`src/rtl/stkseq_pkg.sv`:
```
package stkseq_pkg;
  typedef enum logic [2:0] {
    OP_NOP   = 3'd0,
    OP_PUSH  = 3'd1,
    OP_POP   = 3'd2,
    OP_CALLN = 3'd3,
    OP_CALLF = 3'd4,
    OP_RETN  = 3'd5,
    OP_RETF  = 3'd6,
    OP_SETSP = 3'd7
  } stkOp_e;

  typedef struct packed {
    logic latchCmd;
    logic spDec;
    logic spInc;
    logic spLoad;
    logic wrSeg;
    logic takeIp;
    logic takeCs;
    logic takePop;
    logic jumpNear;
    logic jumpFar;
  } stkStrobe_t;
endpackage

```
`src/rtl/stkseq_ctrl.sv`:
```
module stkseq_ctrl
  import stkseq_pkg::*;
(
  input  logic       clk,
  input  logic       rstN,
  input  logic       cmdValid,
  input  logic [2:0] cmdOp,
  input  logic       memReady,
  output stkStrobe_t strobe,
  output logic       memReq,
  output logic       memWe,
  output logic       busy,
  output logic       done
);
  typedef enum logic [1:0] {ST_IDLE, ST_ACC1, ST_ACC2} seqState_e;

  seqState_e state, nextState;
  stkOp_e    opReg;
  stkOp_e    newOp;
  logic      finish;
  logic      doneReg;

  assign newOp = stkOp_e'(cmdOp);

  always_comb begin
    strobe    = '0;
    nextState = state;
    finish    = 1'b0;
    memReq    = 1'b0;
    memWe     = 1'b0;
    unique case (state)
      ST_IDLE: begin
        if (cmdValid && newOp != OP_NOP) begin
          strobe.latchCmd = 1'b1;
          unique case (newOp)
            OP_PUSH, OP_CALLN, OP_CALLF: begin
              strobe.spDec = 1'b1;
              nextState    = ST_ACC1;
            end
            OP_POP, OP_RETN, OP_RETF: nextState = ST_ACC1;
            OP_SETSP: begin
              strobe.spLoad = 1'b1;
              finish        = 1'b1;
            end
            default: ;
          endcase
        end
      end
      ST_ACC1: begin
        memReq       = 1'b1;
        memWe        = (opReg == OP_PUSH) || (opReg == OP_CALLN) || (opReg == OP_CALLF);
        strobe.wrSeg = (opReg == OP_CALLF);
        if (memReady) begin
          nextState = ST_IDLE;
          finish    = 1'b1;
          unique case (opReg)
            OP_CALLN: strobe.jumpNear = 1'b1;
            OP_CALLF: begin
              strobe.spDec = 1'b1;
              nextState    = ST_ACC2;
              finish       = 1'b0;
            end
            OP_POP: begin
              strobe.takePop = 1'b1;
              strobe.spInc   = 1'b1;
            end
            OP_RETN: begin
              strobe.takeIp = 1'b1;
              strobe.spInc  = 1'b1;
            end
            OP_RETF: begin
              strobe.takeIp = 1'b1;
              strobe.spInc  = 1'b1;
              nextState     = ST_ACC2;
              finish        = 1'b0;
            end
            default: ;
          endcase
        end
      end
      ST_ACC2: begin
        memReq = 1'b1;
        memWe  = (opReg == OP_CALLF);
        if (memReady) begin
          nextState = ST_IDLE;
          finish    = 1'b1;
          if (opReg == OP_CALLF) begin
            strobe.jumpFar = 1'b1;
          end else begin
            strobe.takeCs = 1'b1;
            strobe.spInc  = 1'b1;
          end
        end
      end
      default: nextState = ST_IDLE;
    endcase
  end

  always_ff @(posedge clk) begin
    if (!rstN) begin
      state   <= ST_IDLE;
      opReg   <= OP_NOP;
      doneReg <= 1'b0;
    end else begin
      state   <= nextState;
      doneReg <= finish;
      if (strobe.latchCmd) opReg <= newOp;
    end
  end

  assign busy = (state != ST_IDLE);
  assign done = doneReg;

  // an outstanding request persists until it is granted
  assert_req_hold_R8: assert property (@(posedge clk) disable iff (!rstN)
    memReq && !memReady |=> memReq);
  // done never coincides with a running command
  assert_done_idle_R8: assert property (@(posedge clk) disable iff (!rstN)
    done |-> !busy);
endmodule

```
`src/rtl/stkseq_dp.sv`:
```
module stkseq_dp
  import stkseq_pkg::*;
#(
  parameter int WORD_W    = 16,
  parameter int ADDR_W    = 20,
  parameter int SEG_SHIFT = 4,
  parameter logic [WORD_W-1:0] SP_RESET = '0
) (
  input  logic              clk,
  input  logic              rstN,
  input  stkStrobe_t        strobe,
  input  logic [WORD_W-1:0] cmdData,
  input  logic [WORD_W-1:0] cmdSeg,
  input  logic [WORD_W-1:0] targetIp,
  input  logic [WORD_W-1:0] targetCs,
  input  logic [WORD_W-1:0] stackSeg,
  input  logic [WORD_W-1:0] memRdata,
  output logic [WORD_W-1:0] spOut,
  output logic [WORD_W-1:0] ipOut,
  output logic [WORD_W-1:0] csOut,
  output logic [WORD_W-1:0] popData,
  output logic [ADDR_W-1:0] memAddr,
  output logic [WORD_W-1:0] memWdata
);
  localparam int SEG_W = WORD_W + SEG_SHIFT;
  localparam int BYTES = WORD_W / 8;
  localparam logic [WORD_W-1:0] STEP = WORD_W'(BYTES);

  logic [WORD_W-1:0] spReg, dataL, segL, tipL, tcsL;
  logic [WORD_W-1:0] ipReg, csReg, popReg;
  logic [SEG_W-1:0]  segBase;
  logic [ADDR_W-1:0] segPart, offPart;

  assign segBase = {stackSeg, {SEG_SHIFT{1'b0}}};

  generate
    if (SEG_W >= ADDR_W) begin : g_trunc
      assign segPart = segBase[ADDR_W-1:0];
    end else begin : g_extend
      assign segPart = {{(ADDR_W-SEG_W){1'b0}}, segBase};
    end
    if (ADDR_W > WORD_W) begin : g_offExt
      assign offPart = {{(ADDR_W-WORD_W){1'b0}}, spReg};
    end else begin : g_offTrunc
      assign offPart = spReg[ADDR_W-1:0];
    end
  endgenerate

  assign memAddr  = segPart + offPart;
  assign memWdata = strobe.wrSeg ? segL : dataL;

  always_ff @(posedge clk) begin
    if (!rstN) begin
      spReg  <= {SP_RESET[WORD_W-1:1], 1'b0};
      dataL  <= '0;
      segL   <= '0;
      tipL   <= '0;
      tcsL   <= '0;
      ipReg  <= '0;
      csReg  <= '0;
      popReg <= '0;
    end else begin
      if (strobe.latchCmd) begin
        dataL <= cmdData;
        segL  <= cmdSeg;
        tipL  <= targetIp;
        tcsL  <= targetCs;
      end
      if (strobe.spLoad)     spReg <= {cmdData[WORD_W-1:1], 1'b0};
      else if (strobe.spDec) spReg <= spReg - STEP;
      else if (strobe.spInc) spReg <= spReg + STEP;
      if (strobe.takePop) popReg <= memRdata;
      if (strobe.takeIp)  ipReg  <= memRdata;
      if (strobe.takeCs)  csReg  <= memRdata;
      if (strobe.jumpNear || strobe.jumpFar) ipReg <= tipL;
      if (strobe.jumpFar) csReg <= tcsL;
    end
  end

  assign spOut   = spReg;
  assign ipOut   = ipReg;
  assign csOut   = csReg;
  assign popData = popReg;

  // the pointer keeps word alignment through every update
  assert_sp_even_R1: assert property (@(posedge clk) disable iff (!rstN)
    !spReg[0]);
  // a pop capture always comes with a pointer raise
  assert_pop_inc_R3: assert property (@(posedge clk) disable iff (!rstN)
    strobe.takePop |=> spReg == $past(spReg) + STEP);
endmodule

```
`src/rtl/stack_call_seq.sv`:
```
module stack_call_seq
  import stkseq_pkg::*;
#(
  parameter int WORD_W    = 16,
  parameter int ADDR_W    = 20,
  parameter int SEG_SHIFT = 4,
  parameter logic [WORD_W-1:0] SP_RESET = '0
) (
  input  logic              clk,
  input  logic              rstN,
  input  logic              cmdValid,
  input  logic [2:0]        cmdOp,
  input  logic [WORD_W-1:0] cmdData,
  input  logic [WORD_W-1:0] cmdSeg,
  input  logic [WORD_W-1:0] targetIp,
  input  logic [WORD_W-1:0] targetCs,
  input  logic [WORD_W-1:0] stackSeg,
  output logic              busy,
  output logic              done,
  output logic [WORD_W-1:0] spOut,
  output logic [WORD_W-1:0] ipOut,
  output logic [WORD_W-1:0] csOut,
  output logic [WORD_W-1:0] popData,
  output logic              memReq,
  output logic              memWe,
  output logic [ADDR_W-1:0] memAddr,
  output logic [WORD_W-1:0] memWdata,
  input  logic [WORD_W-1:0] memRdata,
  input  logic              memReady
);
  stkStrobe_t strobe;

  stkseq_ctrl u_ctrl (
    .clk      (clk),
    .rstN     (rstN),
    .cmdValid (cmdValid),
    .cmdOp    (cmdOp),
    .memReady (memReady),
    .strobe   (strobe),
    .memReq   (memReq),
    .memWe    (memWe),
    .busy     (busy),
    .done     (done)
  );

  stkseq_dp #(
    .WORD_W    (WORD_W),
    .ADDR_W    (ADDR_W),
    .SEG_SHIFT (SEG_SHIFT),
    .SP_RESET  (SP_RESET)
  ) u_dp (
    .clk      (clk),
    .rstN     (rstN),
    .strobe   (strobe),
    .cmdData  (cmdData),
    .cmdSeg   (cmdSeg),
    .targetIp (targetIp),
    .targetCs (targetCs),
    .stackSeg (stackSeg),
    .memRdata (memRdata),
    .spOut    (spOut),
    .ipOut    (ipOut),
    .csOut    (csOut),
    .popData  (popData),
    .memAddr  (memAddr),
    .memWdata (memWdata)
  );

  // an accepted push lowers the pointer at once
  assert_push_predec_R2: assert property (@(posedge clk) disable iff (!rstN)
    cmdValid && !busy && cmdOp == OP_PUSH |=> spOut == $past(spOut) - WORD_W'(2));
  // a waiting access keeps its address, direction and data
  assert_access_stable_R8: assert property (@(posedge clk) disable iff (!rstN)
    memReq && !memReady |=> $stable(memAddr) && $stable(memWe) && $stable(memWdata));
  // done follows a completed access or a pointer load
  assert_done_cause_R8: assert property (@(posedge clk) disable iff (!rstN)
    done |-> $past(memReq && memReady) || $past(cmdValid && !busy && cmdOp == OP_SETSP));
  // a command offered during a wait leaves the pointer alone
  assert_ignore_busy_R9: assert property (@(posedge clk) disable iff (!rstN)
    busy && cmdValid && !memReady |=> $stable(spOut));
endmodule

```
`config.mk`:
```
export PLATFORM = sky130hd
export DESIGN_NAME = stack_call_seq
export DESIGN_NICKNAME = d
export VERILOG_FILES = /design/src/rtl/stkseq_pkg.sv /design/src/rtl/stkseq_ctrl.sv /design/src/rtl/stkseq_dp.sv /design/src/rtl/stack_call_seq.sv
export SDC_FILE = /design/constraint.sdc
export NUM_CORES = 1
export LEC_CHECK = 0
export ABC_AREA = 1
export BUFFER_PORTS_ARGS = -buffer_cell sky130_fd_sc_hd__buf_2
export CORE_MARGIN = 3
export CORE_UTILIZATION = 30
export CTS_BUF_LIST = sky130_fd_sc_hd__clkbuf_4 sky130_fd_sc_hd__clkbuf_8
export DETAILED_ROUTE_END_ITERATION = 6
export PLACE_DENSITY = 0.56
export SETUP_SLACK_MARGIN = 0.05
export SYNTH_ARGS = -nofsm -noshare
export SYNTH_HDL_FRONTEND = slang
export SYNTH_SLANG_ARGS = --single-unit
```
`constraint.sdc`:
```
create_clock -name clk -period 6.8 [get_ports clk]
set_clock_uncertainty 0.05 [all_clocks]
set_input_delay 1.02 -clock clk [delete_from_list [all_inputs] [get_ports clk]]
set_output_delay 1.02 -clock clk [all_outputs]
set_load 0.005 [all_outputs]
```
Word level (Yosys, flattened, before mapping)
Index checks and enable logic that the tools add are counted.

Add/sub/neg operators: 3. Reductions and logical operators: 19. Mux-type cells: 43. Bitwise operators: 1. Eq/ne operators: 19.

Operators by type and width (count): $mux 16 (8); $eq 3x3->1 const B (7); $add 20x16->20 (1); $mux 1 (20); $mux 2 (10); $add 16x2->16 const B (1); $sub 16x2->16 const B (1); $eq 3x2->1 const B (4); $reduce_bool 2->1 (4); $reduce_or 2->1 (4); $eq 3x1->1 const B (2); $ne 2x2->1 const B (3); $pmux 1 s2 (3); $pmux 2 s3 (1); $reduce_bool 3->1 (2); $reduce_or 3->1 (2); $reduce_or 6->1 (1); $reduce_and 4->1 (1); $logic_or 1x1->1 (3); $pmux 1 s3 (1); $eq 2x1->1 const B (1); $eq 2x2->1 const B (1); $logic_not 2->1 (1); $ne 2x1->1 const B (1); 2 further kinds (2).

Word-level logic and storage cells: 97. Register bits: 134. Input bits: 103. Output and inout bits: 104.

Longest topological paths before layout
Depth after elaboration: 8. Gate-level depth with buffers: 19. Depth with buffers taken out: 19.

Modules after synthesis
From an unflattened synthesis, not the netlist that was laid out.

Cells, all modules: 981. Area, all modules: 6840.3 um^2.

Modules (own cells, without submodules): stkseq_dp (cells each 905, area each 6364.9 um^2, instances 1, seq. area each 2542.4 um^2); stkseq_ctrl (cells each 76, area each 475.5 um^2, instances 1, seq. area each 120.1 um^2).

Least setup slack after synthesis
No wires, ideal clock.

Path kind: input-to-output. Start: in stackSeg[2]. End: out memAddr[13]. Setup slack: 3.447 ns. Buffers on the path: 0. Stages: 8. Data arrival time: 2.283 ns. Data required time: 5.730 ns. Cells stage by stage: ha_1 > nand2_1 > o21ai_0 > nand3_1 > nand2_1 > nand2_1 > o21bai_1 > xor2_1.

Longest elaborated chain between the ends: 1.

RTL lines: start: declaration (line stack_call_seq.sv:17) `input logic [WORD_W-1:0] stackSeg,`; $add 20x16->20 (line stkseq_dp.sv:49) `assign memAddr = segPart + offPart;`; end: declaration (line stack_call_seq.sv:26) `output logic [ADDR_W-1:0] memAddr,`.

No other way between the ends.

Final worst setup path
Same ends and word-level chain as after synthesis.

==> impl_metrics.tcl <==
set metrics [dict create \
    outcome "complete, no violations" \
    drv_slew 0 \
    ys_top_cells_by_area "dfxtp_1, nand2_1, o21ai_0" \
    powerDensity_nw_per_um2 278 \
    max_freq_mhz 267 \
    critPathMaxFanout 5 \
    synth_top_area_cell "dfxtp_1" \
    start_util_pct 30.8 \
    port_buffers 204 \
    min_period_ns 3.74 \
    final_common_cell "nand2_1" \
    arrival_ns 2.67 \
    synthDistinctLibCells 38 \
    met1_length_um 9640 \
    finalNonFillerCells 1545 \
    dr_wl_met3_um 1930 \
    grt_pass1_wl_um 35400 \
    maxSlewHeadroom_pct 27.0 \
    cts_setup_buffers 0 \
    critical_path_class "in -> out" \
    cp.depth 10 \
    endpoint_kind "output pin" \
    critPathMostFrequentCell "nand2_1" \
    most-common-layout-cells "nand2_1, buf_2, o21ai_0" \
    cp.required_ns 5.73 \
    die_area_um2 25300 \
    netlist_instances 1038 \
    r2r-start "u_ctrl.state[0]" \
    ys_dominant_reg_cell "dfxtp_1" \
    maxCapViolCount 0 \
    crit_path_end "memAddr[13]" \
    leakagePower_nw 4.40 \
    cts_max_level 4 \
    clockBufferDepth 2 \
    postRouteAntennaNets 0 \
    rsz0062_at_grt "no" \
    tns_ns 0 \
    finalHoldViolations 0 \
    insertion_delay_ns 0.46 \
    cts_root_buf "clkbuf_8" \
    gr-total-overflow 0 \
    track_usage_pct 17.3 \
    synth_top_cell_area_share_pct 37.8 \
    drive_above_1_share_pct 21.7 \
    vias 7159 \
    worst_pin_slew_ns 1.09 \
    setup-violations-final 0 \
    dieWidth_um 159 \
    nFillCells 2537 \
    syn-cell-area_um2 7040 \
    ctsResizeCount 0 \
    cts_buffers 17 \
    worstPathCellList "buf_2 -> ha_1 -> nand2_1 -> o21ai_0 -> nand3_1 -> nand2_1 -> nand2_1 -> o21bai_1 -> xor2_1 -> buf_2" \
    vias_per_cell 4.63 \
    grt_max_degree 100 \
    hp-class "reg -> reg" \
    startpoint_type "primary input" \
    gp_congestion 0.879 \
    io_pins 207 \
    fp-row-count 55 \
    postLayoutCoreUtil_pct 37.9 \
    die_y_um 159 \
    grt_pass1_vias 6908 \
    fin_nets 1356 \
    path_clk_slew_ns 0.08 \
    dp_hpwl_um 16600 \
    cp_slowest_stage_delay_ns 0.35 \
    seq_area_frac_synth_pct 37.8 \
    drc 0 \
    routedWlPerCell_um 14.5 \
    antenna_found_initial 6 \
    area_growth_pct 23.0 \
    top_layer_used "met5" \
    synth_edf_count 0 \
    cts_num_sinks 133 \
    vdd_drop_max_mv 0.145 \
    synth-seq-cells 133 \
    dp_cells 1513 \
    cp-startpoint "stackSeg[2]" \
    ff2ff_path_depth 9 \
    critPathSlowestCell "ha_1" \
    avgSynthCellArea_um2 6.78 \
    hold_buffers 0 \
    synth-warning-count 0 \
    period_share_pct 55.0 \
    r2r_slack_ns 3.69 \
    critPathTopFamily "compound AO/OA/AOI/OAI gates" \
    cp_num_buf_inv 2 \
    drt_pass1_iterations 5 \
    drt_wl_total_um 22400 \
    drt_iter0_drc 455 \
    coreArea_um2 22800 \
    antenna-diode-count 0 \
    cts_tree "done" \
    wl_met2_um 10400 \
    r2r-end "u_dp.ipOut[13]" \
    synthArstFlopShare_pct 0 \
]
[metrics by stage]
step | total power (W) | cell area (µm²) | setup slack, ns | hold WS [ns]
4_1_cts | 0.00244 | 8660 | 3.06 | 0.404
5_1_grt | 0.00259 | 8660 | 2.74 | 0.421
2_1_floorplan | 0.00149 | 7040 | 3.45 | 0.375
3_3_place_gp | 0.00175 | 8270 | 2.92 | 0.387
6_report | 0.00241 | 8660 | 3.06 | 0.401
3_5_place_dp | 0.00175 | 8270 | 2.86 | 0.393
[final cells by class]
type	count	area, µm²	share of cell area (%)
multi-input cells	717	3610	41.7
flip-flops and latches	133	2660	30.7
repair buffers	211	1070	12.4
inverters	139	527	6.08
well taps	313	392	4.52
clock buffers	17	234	2.70
clock inverters	15	159	1.83
[cells by family (layout without fill, tap and decap cells)]
kind of cell / Yosys count / count (layout) / synth area share (%)
flip-flops: 133 / 133 / 37.8
XOR/XNOR: 15 / 15 / 1.87
adder cells (fa/ha/maj): 34 / 34 / 6.26
other: 1 / 2 / 0.0533
buffers and inverters: 189 / 382 / 11.0
AO/OA/AOI/OAI: 276 / 276 / 20.4
AND/OR/NAND/NOR: 390 / 390 / 22.6
[synthesized netlist by cell type, types with 9 or more instances]
master,count
dfxtp_1,133
nand2_2,9
inv_1,133
clkbuf_1,34
nand3_1,34
xor2_1,11
nor2_1,117
a21oi_1,102
o21ai_0,143
nand2_1,208
ha_1,32
[worst min-delay path: stages (launching register included)]
cell     delay, ns
dfxtp_1       0.30
inv_1         0.05
a21oi_1       0.05
[flip-flops by register name (all words and copies together) (netlist names)]
signal / count
u_ctrl.done: 1
u_ctrl.opReg: 3
u_ctrl.state: 2
u_dp.csOut: 16
u_dp.dataL: 16
u_dp.ipOut: 16
u_dp.popData: 16
u_dp.segL: 16
u_dp.spOut: 15
u_dp.tcsL: 16
u_dp.tipL: 16
[where the power goes]
| group | total [W] | internal, W | switching [W] |
|---|---|---|---|
| registers | 0.000991 | 0.000920 | 0.0000715 |
| logic | 0.000739 | 0.000265 | 0.000474 |
| clock network | 0.000679 | 0.000305 | 0.000374 |
[metal layers]
layer / track usage, % / up-vias
li1: - / 3710
met1: 20.9 / 3195
met2: 28.9 / 207
met3: 6.45 / 35
met4: 4.74 / 12
met5: 0 / -
[worst min-delay path by stage]
stage                  start             to  slack [ns]  cells after the start
3_5_place_dp   u_dp.segL[11]  u_dp.segL[11]        0.39                      2
6_report        u_dp.segL[6]   u_dp.segL[6]        0.40                      2
5_1_grt         u_dp.segL[6]   u_dp.segL[6]        0.42                      2
3_3_place_gp    u_dp.segL[9]   u_dp.segL[9]        0.39                      2
4_1_cts         u_dp.segL[3]   u_dp.segL[3]        0.40                      2
2_1_floorplan   u_dp.segL[0]   u_dp.segL[0]        0.37                      2
Power figures use the tool's default switching activity.
